[src/rtl/ovr_pkg.sv]
package ovr_pkg;
  localparam int SEQ_W  = 5;
  localparam int ADDR_W = 32;

  typedef logic [SEQ_W-1:0]  seq_t;
  typedef logic [ADDR_W-1:0] addr_t;

  // a is younger than b when the forward distance from b to a is in the lower half
  function automatic logic seq_younger(seq_t a, seq_t b);
    seq_t d;
    d = a - b;
    return (d != '0) && !d[SEQ_W-1];
  endfunction

  // two levels disagree on direction, or on target while both taken
  function automatic logic levels_differ(logic f_tk, addr_t f_tg, logic s_tk, addr_t s_tg);
    return (f_tk != s_tk) || (f_tk && s_tk && (f_tg != s_tg));
  endfunction

  function automatic addr_t restart_pc(logic s_tk, addr_t s_tg, addr_t fall);
    return s_tk ? s_tg : fall;
  endfunction
endpackage

[src/rtl/ovr_track_table.sv]
module ovr_track_table
  import ovr_pkg::*;
#(
  parameter int LANES = 2,
  parameter int IDX_W = 3
) (
  input  logic              clk,
  input  logic              rst_n,
  input  logic              wr_en,
  input  seq_t              wr_seq,
  input  logic              wr_taken,
  input  addr_t             wr_target,
  input  addr_t             wr_fall,
  input  logic [LANES-1:0]  lk_valid,
  input  seq_t              lk_seq   [LANES],
  output logic [LANES-1:0]  lk_hit,
  output logic [LANES-1:0]  lk_taken,
  output addr_t             lk_target[LANES],
  output addr_t             lk_fall  [LANES],
  input  logic              kill_all,
  input  logic              rs_fire,
  input  seq_t              rs_tag
);
  localparam int DEPTH = 1 << IDX_W;

  logic [DEPTH-1:0] vld_q;
  seq_t             seq_q   [DEPTH];
  logic             tk_q    [DEPTH];
  addr_t            tgt_q   [DEPTH];
  addr_t            fall_q  [DEPTH];
  logic [DEPTH-1:0] consume;

  for (genvar l = 0; l < LANES; l++) begin : g_look
    logic [IDX_W-1:0] ix;
    assign ix           = lk_seq[l][IDX_W-1:0];
    assign lk_hit[l]    = lk_valid[l] && vld_q[ix] && (seq_q[ix] == lk_seq[l]);
    assign lk_taken[l]  = tk_q[ix];
    assign lk_target[l] = tgt_q[ix];
    assign lk_fall[l]   = fall_q[ix];
  end

  always_comb begin
    consume = '0;
    for (int l = 0; l < LANES; l++)
      if (lk_hit[l]) consume[lk_seq[l][IDX_W-1:0]] = 1'b1;
  end

  always_ff @(posedge clk) begin
    if (!rst_n) begin
      vld_q <= '0;
    end else if (kill_all) begin
      vld_q <= '0;
    end else begin
      for (int e = 0; e < DEPTH; e++)
        if (consume[e] || (rs_fire && seq_younger(seq_q[e], rs_tag)))
          vld_q[e] <= 1'b0;
      if (wr_en && !rs_fire)
        vld_q[wr_seq[IDX_W-1:0]] <= 1'b1;
    end
  end

  always_ff @(posedge clk) begin
    if (wr_en && !rs_fire && !kill_all) begin
      seq_q [wr_seq[IDX_W-1:0]] <= wr_seq;
      tk_q  [wr_seq[IDX_W-1:0]] <= wr_taken;
      tgt_q [wr_seq[IDX_W-1:0]] <= wr_target;
      fall_q[wr_seq[IDX_W-1:0]] <= wr_fall;
    end
  end

  AST_EX_EMPTIES: assert property (@(posedge clk) disable iff (!rst_n)
    $past(kill_all) |-> (vld_q == '0));
endmodule

[config.mk]
export PLATFORM = sky130hd
export DESIGN_NAME = ovr_track_table
export DESIGN_NICKNAME = d
export VERILOG_FILES = /design/src/rtl/ovr_pkg.sv /design/src/rtl/ovr_track_table.sv
export SDC_FILE = /design/constraint.sdc
export NUM_CORES = 1
export LEC_CHECK = 0
export BUFFER_PORTS_ARGS = -buffer_cell sky130_fd_sc_hd__buf_2
export CORE_MARGIN = 1.5
export CORE_UTILIZATION = 46
export CTS_CLUSTER_SIZE = 28
export DETAILED_ROUTE_END_ITERATION = 10
export PLACE_DENSITY_LB_ADDON = 0.3
export RECOVER_POWER = 50
export SYNTH_ARGS = -nofsm -noshare
export SYNTH_HDL_FRONTEND = slang
export SYNTH_SLANG_ARGS = --single-unit
[constraint.sdc]
create_clock -name clk -period 8.3 [get_ports clk]
set_input_delay 2.49 -clock clk [delete_from_list [all_inputs] [get_ports clk]]
set_output_delay 2.49 -clock clk [all_outputs]
set_load 0.02 [all_outputs]
After elaboration in Yosys (flattened, before gate mapping):

Memory sizes are Yosys's and may differ from the RTL's.
Cells that the tools add are included.

* memories: 4
* input bits: 92
* bits in writable memories: 560
* flip-flop bits (word level): 8
* word-level logic and storage cells: 115
* output and inout port bits: 132

* muxes and demuxes: 39
* bitwise logic cells: 3
* add/subtract/negate cells: 8
* equal/unequal tests: 2
* reduce and logical (&&, ||, !) cells: 52
* order comparisons: 6

Memories
* fall_q: depth 8, bits a word 32, rd ports 2, clocked after Yosys merged registers in 0, write ports 1, line ovr_track_table.sv:30 `addr_t fall_q [DEPTH];`
* tgt_q: depth 8, bits a word 32, rd ports 2, clocked after Yosys merged registers in 0, write ports 1, line ovr_track_table.sv:29 `addr_t tgt_q [DEPTH];`
* seq_q: depth 8, bits a word 5, rd ports 10, clocked after Yosys merged registers in 0, write ports 1, line ovr_track_table.sv:27 `seq_t seq_q [DEPTH];`
* tk_q: depth 8, bits a word 1, rd ports 2, clocked after Yosys merged registers in 0, write ports 1, line ovr_track_table.sv:28 `logic tk_q [DEPTH];`

Operators with widths (number)
* $reduce_bool A5 Y1: 8
* $sub A5 B5 Y5: 8
* $mux W1: 31
* $logic_and A1 B1 Y1: 25
* $mux W8: 3
* $or A8 B8 Y8: 2
* $lt A3 B4 Y1 const B: 3
* $eq A5 B5 Y1: 2
* $logic_not A1 Y1: 10
* $demux W1 S3: 3
* $ge A3 B1 Y1 const B: 3
* $logic_or A1 B1 Y1: 8
* $bmux W1 S3: 2
* $reduce_or A2 Y1: 1
* $not A1 Y1: 1

Longest topological paths before layout:

* depth in word-level cells: 13
* gate-level depth with buffers: 10
* depth with buffers taken out: 9

Worst setup path before layout:

No wires, ideal clock.

* path type: input -> register
* from: input rs_fire
* to: memory fall_q[1][0] (netlist bit), enable pin
* required time: 7.715 ns
* data arrival time: 8.071 ns
* cell stages on the path: 4
* setup time: 0.585 ns
* path slack: -0.356 ns
* path buffers: 1
* path through: clkbuf_1 -> nand2b_1 -> or3b_2 -> nor3_1

* longest elaborated chain between the ends: 5

Ends and longest elaborated chain
* start: declaration: line ovr_track_table.sv:21 `input logic rs_fire,`
* $logic_not A1 Y1: line ovr_track_table.sv:63 `if (wr_en && !rs_fire && !kill_all) begin`
* $logic_and A1 B1 Y1 (2 in a row): line ovr_track_table.sv:63
* $mux W1: line ovr_track_table.sv:63
* $mux W1 (implied by the code): line ovr_track_table.sv:67 `fall_q[wr_seq[IDX_W-1:0]] <= wr_fall;`
* end: declaration: line ovr_track_table.sv:30

No other way between the ends.

==> results.yml <==
status:
  run_status: "complete, but fails checks"
  violations: "capacitance limit, slew limit"
layout:
  fill_cells: 4271
  drive_gt1_share_pct: 17.0
  final_nets: 2016
  area_growth_pct: 16.0
yosys:
  synthAdderAreaFrac_pct: 1.62
  synth_xor_area_share_pct: 0.920
  async_reset_ff_share_pct: 0
  synth_top_area_share_pct: 68.0
  syn_nets: 1809
  dominantRegCellSynth: "edfxtp_1"
  synth_cell_types: 61
  synth_compound_area_share_pct: 17.9
  yosys_warnings: 0
  synth-seq-area-share_pct: 68.6
  yosysTopAreaCell: "edfxtp_1"
  synthSimpleGateAreaFrac_pct: 6.25
  synth_top_family_by_area: "compound AO/OA/AOI/OAI gates"
  synth_area_leaders: "edfxtp_1 (68%), a22oi_1 (15%), nand4_1 (3.1%), ha_1 (1.6%), clkbuf_1 (1.5%)"
  synth_edf_count: 560
  synthCells: 1685
  synthMuxAreaShare_pct: 2.05
  syn_area_per_cell_um2: 14.7
  ys_seq_elements: 568
  netlist_area_mm2: 0.0247
worst_hold_path:
  hold_start: "vld_q[1]"
  whs_path_depth: 2
  min_to: "vld_q[1]"
  hold_path.class: "flip-flop to flip-flop"
timing:
  finalSetupTns_ns: 0
  max_freq_mhz: 137
  finalClockSkew_ns: 0.0148
  rsz0062_at_grt: "false"
  finalCriticalPeriod_ns: 7.32
  tightestPinTransition_ns: 2.99
  finalCritPeriodShare_pct: 88.2
  slew_viol_final: 105
  max_slew_margin_pct: -99.3
  hold_ws_ns: 0.594
  hold_viol_final: 0
  setup_viol: 0
floorplan:
  core_mm2: 0.0529
  dieHeight_um: 235
  dieArea_mm2: 0.0552
  initial_core_util_pct: 46.8
  die_x_um: 235
  rows: 84
  pin_count: 224
critical_path:
  path_max_fanout: 19
  crit_slowest_cell: "nor2_4"
  rr_endpoint: "vld_q[4]"
  cp_top_family: "simple AND/OR/NAND/NOR gates"
  critical_path_arrival_ns: 4.83
  required_ns: 5.81
  path_cells: "buf_2, nand2b_1, nor2_4, buf_4, a22oi_1, nand4_1, buf_2"
  start_kind: "primary input"
  crit_type: "primary input to primary output"
  critPathMaxStageDelay_ns: 0.65
  rr_startpoint: "seq_q[0][4]"
  cp_num_buf_inv: 3
  regToRegSetupSlack_ns: 5.79
  crit_top_cell: "buf_2"
  cp-end-kind: "primary output"
  reg2reg_depth: 7
grt:
  grt_max_degree: 66
  grt_pass1_vias: 18400
  grt_usage_pct: 28.7
  overflow: 0
  antenna_found_initial: 10
  grt_pass1_wl_um: 119000
run:
  cap_violations: 3
place:
  hpwl_um: 45400
  gp_congestion: 0.974
  port-buffer-count: 223
cts:
  insertion_delay_ns: 0.64
  cts_buffers: 57
  clockBufferDepth: 3
  cts-resized-gates: 0
  path_clk_slew_ns: 0.06
  htreeDepth: 2
  cts_sinks: 568
  cts_setup_buffers: 0
  ctsHoldBuffers: 0
  cts_root_buf: "clkbuf_16"
  cts_tree: "yes"
detailed_routing:
  wl_per_cell_um: 30.8
  via_per_inst: 6.92
  drtIter0Drc: 2393
  antenna_left: 0
  wl_um: 80900
  first_pass_iters: 6
  route.detailed.drc: 0
  vias: 18200
pwr:
  power_density_mw_per_mm2: 224
  ir_worst_vdd_v: 0.000188
  cellLeakagePower_nw: 9.17
## worst register-to-register path, delay by kind of cell, from the launching register on
family	cells	cell delay [ns]
xor gates and xnor gates	1	0.25
AOI/OAI and AO/OA	3	0.87
DFF	1	0.45
and+or+nand+nor	3	0.79
## stage by stage
step                      instance area [µm²]  total power [mW]  cells  setup slack, ns  utilization [%]
after floorplan                         24800              3.58   1685           0.0354                -
after global placement                  26900              3.84   2521             1.09             50.9
after detailed placement                26900              3.85   2521             1.06             50.9
after CTS                               28800              6.44   2625             1.06             54.5
after global routing                    28700              6.58   2629            0.885             54.3
final                                   28700              6.42   2629            0.980             54.3
## kinds of logic (layout without fill, tap and decap cells)
logic type,after synthesis,in the layout
simple gates,269,269
flops,568,568
xor+xnor,26,26
mux,40,40
fa+ha+maj,32,32
other cells,0,4
buf+inv,151,403
compound gates,599,599
## where the power goes
| part | internal (mW) | leakage (nW) | switching (mW) | total, mW |
|---|---|---|---|---|
| Combinational | 0.177 | 3.16 | 0.410 | 0.588 |
| Sequential | 3.19 | 5.11 | 0.0185 | 3.20 |
| Clock | 1.51 | 0.909 | 1.11 | 2.63 |
## layout make-up
class                   instances  area [µm²]  share of cell area (%)
diodes                          4        10.0                  0.0349
flip-flops and latches        568       17000                    59.2
clock inverters                33         405                    1.41
inverters                      25        93.8                   0.327
repair buffers                274        1610                    5.61
well taps                     688         861                    3.00
clock buffers                  71        1500                    5.23
multi-input cells             966        7240                    25.2
## metal layers
layer	track usage [%]	vias up	share of wire [%]
met4	11.3	12	3.2
met5	0	-	0.099
met2	45.0	1260	47
li1	-	7545	-
met1	38.6	9154	38
met3	6.92	211	12
## registers in the layout, indices dropped and copies added, names as in the netlist
name and cells:
fall_q 256, seq_q 40, tgt_q 256, tk_q 8, vld_q 8
## synth_stat cells (10+ instances only)
cell	count
nand2_1	31
o21ai_0	19
ha_1	32
edfxtp_1	560
inv_1	23
nand4_1	122
buf_2	15
clkbuf_1	99
nor3_1	14
nor2b_1	13
xor2_1	10
a21oi_1	15
a22oi_1	502
xnor2_1	16
nor2_1	30
nand3_1	15
nand2b_1	20
mux2i_1	26
o22ai_1	10
## worst max path at each step
stage,from,endpoint,depth (start not counted)
after floorplan,rs_fire,fall_q[3][0],3
after global placement,lk_seq[7],lk_hit[0],9
after detailed placement,lk_seq[0],lk_fall[9],7
after CTS,lk_seq[0],lk_fall[9],7
after global routing,lk_seq[0],lk_fall[9],7
final,lk_seq[0],lk_fall[9],7
## layout by cell type, fill, tap and decap left out, types with 26 or more instances in the layout
master	netlist	routed
ha_1	32	32
buf_4	4	30
clkbuf_1	99	87
clkbuf_16	0	58
nand2_1	31	31
a22oi_1	502	502
edfxtp_1	560	560
nand4_1	122	122
mux2i_1	26	26
buf_2	15	153
(Power assumes the default switching activity.)
